## src/rtl/rts_pkg.sv

```systemverilog
package rts_pkg;
  localparam int RTS_STAGES   = 15;
  localparam int RTS_CODE_W   = 4;
  localparam int RTS_SLOW_ST  = 6;  // stage for code 1
  localparam int RTS_FAST_CD  = 3;  // first code of the fast run
  localparam int RTS_FAST_OFS = 2;  // stage = code - offset in the fast run

  // Stage index for a rate code; -1 means no stage (output off)
  function automatic int rts_stage(input int code);
    if (code <= 0)
      return -1;
    else if (code < RTS_FAST_CD)
      return RTS_SLOW_ST + code - 1;
    else
      return code - RTS_FAST_OFS;
  endfunction
endpackage

```

## src/rtl/rts_reset_sync.sv

```systemverilog
module rts_reset_sync (
  input  logic clk,
  input  logic rst_n,
  output logic rst_n_s
);
  logic [1:0] sync_q;
  logic [1:0] sync_d;

  always_comb begin
    sync_d = {sync_q[0], 1'b1};
  end

  always_ff @(posedge clk or negedge rst_n) begin
    if (!rst_n)
      sync_q <= 2'b00;
    else
      sync_q <= sync_d;
  end

  assign rst_n_s = sync_q[1];
endmodule

```

## src/rtl/rts_edge_bank.sv

```systemverilog
module rts_edge_bank #(
  parameter int NUM_STAGES = 15
) (
  input  logic                  clk,
  input  logic                  rst_n,
  input  logic [NUM_STAGES-1:0] taps,
  output logic [NUM_STAGES-1:0] rise
);
  logic [NUM_STAGES-1:0] hist_q;
  logic [NUM_STAGES-1:0] hist_d;

  always_comb begin
    hist_d = taps;
  end

  always_ff @(posedge clk or negedge rst_n) begin
    if (!rst_n)
      hist_q <= '0;
    else
      hist_q <= hist_d;
  end

  // One rise detector per stage, each against its own history
  for (genvar g = 0; g < NUM_STAGES; g++) begin : g_rise
    assign rise[g] = taps[g] & ~hist_q[g];
  end
endmodule

```

## src/rtl/rts_tap_mux.sv

```systemverilog
module rts_tap_mux #(
  parameter int NUM_STAGES = 15,
  parameter int SEL_W      = 4
) (
  input  logic [NUM_STAGES-1:0] taps,
  input  logic [NUM_STAGES-1:0] rise,
  input  logic [SEL_W-1:0]      code,
  output logic                  active,
  output logic                  level,
  output logic                  edge_hit
);
  import rts_pkg::*;
  localparam int IDX_W = (NUM_STAGES > 1) ? $clog2(NUM_STAGES) : 1;

  int              st;
  logic [IDX_W-1:0] idx;

  always_comb begin
    st       = rts_stage(int'(code));
    active   = (st >= 0) && (st < NUM_STAGES);
    idx      = st[IDX_W-1:0];
    level    = 1'b0;
    edge_hit = 1'b0;
    if (active) begin
      level    = taps[idx];
      edge_hit = rise[idx];
    end
  end
endmodule

```

## src/rtl/rts_flag_reg.sv

```systemverilog
module rts_flag_reg (
  input  logic clk,
  input  logic rst_n,
  input  logic set,
  input  logic clr,
  output logic flag
);
  logic flag_q;
  logic flag_d;
  logic flag_en;

  always_comb begin
    flag_en = set | clr;
    flag_d  = set | (flag_q & ~clr);  // set wins over clear
  end

  always_ff @(posedge clk or negedge rst_n) begin
    if (!rst_n)
      flag_q <= 1'b0;
    else if (flag_en)
      flag_q <= flag_d;
  end

  assign flag = flag_q;
endmodule

```

## src/rtl/rate_tap_sel.sv

```systemverilog
module rate_tap_sel #(
  parameter int NUM_STAGES = rts_pkg::RTS_STAGES,
  parameter int SEL_W      = rts_pkg::RTS_CODE_W
) (
  input  logic                  clk,
  input  logic                  rst_n,
  input  logic [NUM_STAGES-1:0] div_taps,
  input  logic [SEL_W-1:0]      rate_code,
  input  logic                  sqw_en,
  input  logic                  pint_en,
  input  logic                  flag_rd_clr,
  output logic                  sqw_out,
  output logic                  pflag,
  output logic                  irq
);
  logic                  rst_n_s;
  logic [NUM_STAGES-1:0] rise_vec;
  logic                  sel_active;
  logic                  sel_level;
  logic                  sel_edge;

  rts_reset_sync u_rst (
    .clk     (clk),
    .rst_n   (rst_n),
    .rst_n_s (rst_n_s)
  );

  rts_edge_bank #(.NUM_STAGES(NUM_STAGES)) u_edges (
    .clk   (clk),
    .rst_n (rst_n_s),
    .taps  (div_taps),
    .rise  (rise_vec)
  );

  rts_tap_mux #(.NUM_STAGES(NUM_STAGES), .SEL_W(SEL_W)) u_mux (
    .taps     (div_taps),
    .rise     (rise_vec),
    .code     (rate_code),
    .active   (sel_active),
    .level    (sel_level),
    .edge_hit (sel_edge)
  );

  rts_flag_reg u_flag (
    .clk   (clk),
    .rst_n (rst_n_s),
    .set   (sel_edge),
    .clr   (flag_rd_clr),
    .flag  (pflag)
  );

  assign sqw_out = sel_active & sel_level & sqw_en;
  assign irq     = pflag & pint_en;
endmodule

```

## config.mk

```make
export PLATFORM = sky130hd
export DESIGN_NAME = rate_tap_sel
export DESIGN_NICKNAME = d
export VERILOG_FILES = /design/src/rtl/rts_pkg.sv /design/src/rtl/rts_reset_sync.sv /design/src/rtl/rts_edge_bank.sv /design/src/rtl/rts_tap_mux.sv /design/src/rtl/rts_flag_reg.sv /design/src/rtl/rate_tap_sel.sv
export SDC_FILE = /design/constraint.sdc
export NUM_CORES = 1
export LEC_CHECK = 0
export BUFFER_PORTS_ARGS = -buffer_cell sky130_fd_sc_hd__buf_2
export CAP_MARGIN = 20
export CORE_MARGIN = 4
export CORE_UTILIZATION = 56
export CTS_BUF_LIST = sky130_fd_sc_hd__clkbuf_4
export CTS_CLUSTER_DIAMETER = 150
export DETAILED_ROUTE_END_ITERATION = 6
export PLACE_DENSITY = 0.77
export SETUP_SLACK_MARGIN = 0.1
export SYNTH_ARGS = -nofsm -noshare
export SYNTH_HDL_FRONTEND = slang
export SYNTH_SLANG_ARGS = --single-unit
```

## constraint.sdc

```tcl
create_clock -name clk -period 4.3 [get_ports clk]
set_input_delay 1.075 -clock clk [delete_from_list [all_inputs] [get_ports clk]]
set_output_delay 1.075 -clock clk [all_outputs]
set_load 0.01 [all_outputs]
```

* Word level (Yosys, flattened, before mapping)
Index checks and enable logic that the tools add are counted.
** Word-level totals
- Register bits after elaboration :: 18
- Input port bits :: 24
- Output and inout port bits :: 3
- Logic and storage cells :: 57
** Operators by class
- $add $sub $neg :: 3
- Order comparisons :: 5
- Multiplexer cells :: 8
- Bitwise gates (word level) :: 37
- Reduce and logical (&&, ||, !) cells :: 1
** Operators by type and width (count)
- two-way mux 32 bit :: 2
- >= comparator 32 x 1 -> 1 bit (second input constant) :: 1
- < comparator 32 x 5 -> 1 bit (second input constant) :: 1
- subtractor 32 x 2 -> 32 bit (second input constant) :: 1
- bitwise AND 1 bit :: 19
- NOT 1 bit :: 16
- binary-select mux 1 bit (select 4 bit) :: 2
- adder 3 x 4 -> 5 bit (first input constant) :: 1
- < comparator 4 x 5 -> 1 bit (second input constant) :: 1
- subtractor 4 x 2 -> 5 bit (second input constant) :: 1
- <= comparator 4 x 1 -> 1 bit (second input constant) :: 1
- < comparator 4 x 2 -> 1 bit (second input constant) :: 1
- two-way mux 1 bit :: 4
- OR 1 bit :: 2
- logical AND 1 bit :: 1

* Longest topological paths before layout
- Depth after elaboration :: 9
- Mapped depth :: 11
- Mapped depth without buffers :: 10

* Cells and area by module
Synthesis repeated with hierarchy kept, for this count alone.
** Second synthesis, totals
- Cell total of the unflattened synthesis :: 193
- Area total of the unflattened synthesis :: 1819.2 um^2
** By module, submodules not included
- rts_tap_mux :: instances 1, cells an instance 155, area each 1134.8 um^2, sequential area each 0.0 um^2
- rts_edge_bank :: instances 1, cells an instance 30, area each 581.8 um^2, sequential area each 375.4 um^2
- rts_reset_sync :: instances 1, cells an instance 3, area each 53.8 um^2, sequential area each 50.0 um^2
- rts_flag_reg :: instances 1, cells an instance 3, area each 36.3 um^2, sequential area each 25.0 um^2
- rate_tap_sel :: instances 1, cells an instance 2, area each 12.5 um^2, sequential area each 0.0 um^2

* Least setup slack after synthesis
Ideal clock, no wire load.
- Path kind :: input to output
- Start :: in rate_code[0]
- End :: out sqw_out
- Arrival time :: 2.898 ns
- Data required time :: 3.225 ns
- Slack :: 0.327 ns
- Cell stages on the path :: 10
- Buffers on the path :: 1
- Cells stage by stage :: inv_1 ha_1 or4_4 a21oi_1 o21ba_2 buf_6 mux2_4 nand2_1 o211ai_1 a21oi_1
** Between the ends
- Longest elaborated chain between the ends :: 9
- Elaborated cells between the ends (all ways) :: 15
- Those cells by class :: add/sub (3); order compare (4); mux (5); bitwise (2); reduce/logical (1)
** RTL lines
- start, declared :: RTL line rate_tap_sel.sv:8 : input logic [SEL_W-1:0] rate_code,
- adder 3 x 4 -> 5 bit :: RTL line rts_pkg.sv:13 : return RTS_SLOW_ST + code - 1;
- subtractor 32 x 2 -> 32 bit :: RTL line rts_pkg.sv:13
- two-way mux 32 bit :: RTL line rts_pkg.sv:12 : else if (code < RTS_FAST_CD)
- two-way mux 32 bit (*) :: RTL line rts_pkg.sv:10 : if (code <= 0)
- >= comparator 32 x 1 -> 1 bit (tied with other cells) :: RTL line rts_tap_mux.sv:20 : active = (st >= 0) && (st < NUM_STAGES);
- logical AND 1 bit or two-way mux 1 bit (tied branches) :: RTL line rts_tap_mux.sv:20, rts_tap_mux.sv:25
- two-way mux 1 bit :: RTL line rts_tap_mux.sv:24 : if (active) begin
- bitwise AND 1 bit (*) (2 in series) :: RTL line rate_tap_sel.sv:52 : assign sqw_out = sel_active & sel_level & sqw_en;
- end, declared :: RTL line rate_tap_sel.sv:12 : output logic sqw_out,
Mark *: on every way between the ends. The rest lies on a longest branch, timed or not. The select of a mux whose other input is x is not followed.

* Final worst setup path
- Start :: in rate_code[1]
- End :: out sqw_out
Same word-level chain as after synthesis.

==> flow_summary.yaml <==
route:
  dr.pass1.iters: 4
  post-route-drc-count: 0
  vias: 1107
  wire_per_inst_um: 14.22
  vias_per_cell: 5.677
  antenna_left: 0
  drt_wl_total_mm: 2.772
  drt_first_iter_violations: 23
clocking:
  clock-sinks: 18
  htreeDepth: 1
  clock_path_buffers: 2
  cts_buffers: 3
  cts_tree: "built"
  clock_latency_ns: 0.30
  clk_pin_slew_ns: 0.10
  clockRootBuffer: "clkbuf_4"
setup_path:
  end_kind: "primary output"
  crit_start: "rate_code[1]"
  required_ns: 3.22
  max_stage_delay_ns: 0.42
  path_max_fanout: 4
  timing.rr.end: "u_flag.flag$_DFFE_PN0P_"
  worstSetupPathType: "in -> out"
  rrSetupSlack_ns: 2.86
  cp_slowest_cell: "or4_4"
  startpoint_type: "input pin"
  rr_worst_depth: 4
  timing.rr.start: "u_edges.hist_q[12]$_DFF_PN0_"
  path_cells: "buf_2 -> inv_2 -> ha_4 -> or4_4 -> a21oi_1 -> o21ba_2 -> mux2_4 -> nand2_1 -> o211ai_1 -> a21oi_1 -> buf_2"
  critical_path_arrival_ns: 3.05
finish:
  layout_common_cells: "buf_2, dfrtp_1, buf_4"
  final_common_cell: "buf_2"
  area_growth_pct: 22.14
  antenna_cells: 0
  drive_gt1_share_pct: 38.32
  layoutNonFillerInstCount: 195
  nets: 199
  nFillCells: 182
die:
  row_count: 17
  start_util_pct: 59.28
  die_w_um: 56.39
  coreArea_sq_um: 2212
  die_area_sq_um: 3180
  die_h_um: 56.39
  ioPinCount: 27
sta:
  tightest_slew_ns: 0.6006
  timing.slew.headroom_pct: 59.96
  rsz0062_at_grt: "false"
  tns_ns: 0
  clock_skew_ns: 0.005208
  setup_viol: 0
  min_period_ns: 4.121
  finalMaxSlewViolations: 0
  final-hold-violation-count: 0
  fin_crit_sh_pct: 95.84
  timing.fmax_ghz: 0.2427
power_and_ir_drop:
  max-vdd-ir-drop_mv: 0.2619
  power.density_nw_per_um2: 259.7
  combPwrFrac_pct: 34.1
  leakagePower_nw: 0.7032
  power.switching_uw: 131.0
  swShare_pct: 31.50
  internal_power_uw: 284.9
  p_seq_share_pct: 44.5
  clock_power_share_pct: 21.3
  power_uw: 415.9
grt:
  grt_usage_pct: 18.92
  grt_remaining_overflow: 0
  grt_max_degree: 17
  antenna_found_initial: 0
  grt_pass1_wl_mm: 4.864
  grt_pass1_vias: 1104
logic_synthesis:
  synth_seq_cells: 18
  ys_async_sr_fraction_pct: 100.0
  synth_nets: 160
  synth_flop_cell: "dfrtp_1"
  synth_top_cell_area_share_pct: 34.35
  syn_inst: 129
  ys_types: 49
  synth_area_leaders: "dfrtp_1, mux2i_1, ha_1"
  synth-edff-count: 0
  ys_seq_area_share_pct: 34.35
  syn_area_sq_um: 1311
  synth_largest_area_cell: "dfrtp_1"
  yosys_warnings: 0
  synth.avg_cell_area_sq_um: 10.16
flow_run:
  cap_viol_max_count: 0
place:
  gp_congestion: 0.8632
  port_buffers: 26
  dp.cells: 189
  dp_hpwl_mm: 2.190
worst_hold_path:
  worst_hold_path_type: "reg -> async"
run_status:
  status: "completed"
==> what timing repair did <==
action                                  CTS  global route
resized for setup                         2             7
endpoints found under the setup margin    1             1
pin swaps                                 1             2
hold buffers                              0             0
buffers inserted                          0             2
==> critical path, delay by kind of cell <==
kind / cells / cell delay, ns
mux: 1 / 0.30
buf+inv: 3 / 0.41
fa+ha+maj: 1 / 0.22
simple gates: 2 / 0.49
compound gates: 4 / 0.55
==> metal layers <==
| metal | vias up | wire length [um] | track usage, % |
|---|---|---|---|
| met4 | 0 | 55 | 6.102 |
| met3 | 6 | 117 | 2.759 |
| met5 | - | 0 | 0 |
| met1 | 524 | 1354 | 26.16 |
| met2 | 25 | 1245 | 30.38 |
| li1 | 552 | - | - |
==> power groups by stage <==
stage	clock (mW)	combinational, mW	sequential [mW]
finish	0.0886	0.142	0.185
global route	0.102	0.156	0.188
CTS	0.0918	0.135	0.186
detailed placement	0	0.132	0.189
global placement	0	0.130	0.188
floorplan	0	0.0883	0.189
==> worst max path at each step <==
stage               to  slack, ns  depth (start not counted)
3_3_place_gp   sqw_out       0.06                         10
6_report       sqw_out       0.18                         11
5_1_grt        sqw_out       0.11                         11
2_1_floorplan  sqw_out       0.33                         10
4_1_cts        sqw_out       0.13                         11
3_5_place_dp   sqw_out    -0.0005                         11
==> synthesized netlist by cell type, types with 3 or more instances <==
library cell / number
a21oi_1: 8
buf_2: 3
dfrtp_1: 18
ha_1: 7
inv_1: 7
mux2i_1: 9
nand2_1: 6
nand2b_1: 3
nand3b_1: 5
nor2_1: 3
nor2b_1: 5
nor3b_1: 5
o21ai_0: 4
==> cell families (layout without fill, tap and decap cells) <==
family | Yosys count | count (layout) | synth area share [%]
xor gates and xnor gates | 3 | 3 | 2.004
AOI/OAI and AO/OA | 31 | 31 | 20.33
other | 1 | 1 | 0.2860
buffers and inverters | 14 | 52 | 6.011
and+or+nand+nor | 44 | 44 | 21.47
DFF | 18 | 18 | 34.35
muxes | 11 | 11 | 8.874
adders and majority gates | 7 | 7 | 6.679
==> metrics by stage <==
step | utilization [%] | hold WS (ns) | cell area (sq um) | setup WS, ns
2_1_floorplan | - | 0.1998 | 1311 | 0.3274
3_3_place_gp | 68.78 | 0.2569 | 1521 | 0.06367
6_report | 72.40 | 0.2470 | 1602 | 0.1790
3_5_place_dp | 68.78 | 0.2724 | 1521 | -0.0005345
4_1_cts | 70.42 | 0.2778 | 1558 | 0.1306
5_1_grt | 72.40 | 0.3238 | 1602 | 0.1057
==> sequential cells by signal, indices dropped and copies added (netlist names) <==
register / flops
u_rst.sync_q: 2
u_flag.flag: 1
u_edges.hist_q: 15
==> area by class of cell <==
| type | instances | area [sq um] | share of cell area [%] |
|---|---|---|---|
| multi-input cells | 97 | 820.8 | 51.25 |
| clock inverters | 1 | 3.754 | 0.2344 |
| flip-flops and latches | 18 | 450.4 | 28.12 |
| well taps | 28 | 35.03 | 2.187 |
| inverters | 7 | 26.28 | 1.641 |
| clock buffers | 3 | 22.52 | 1.406 |
| repair buffers | 41 | 242.7 | 15.16 |
(Power assumes the default switching activity.)
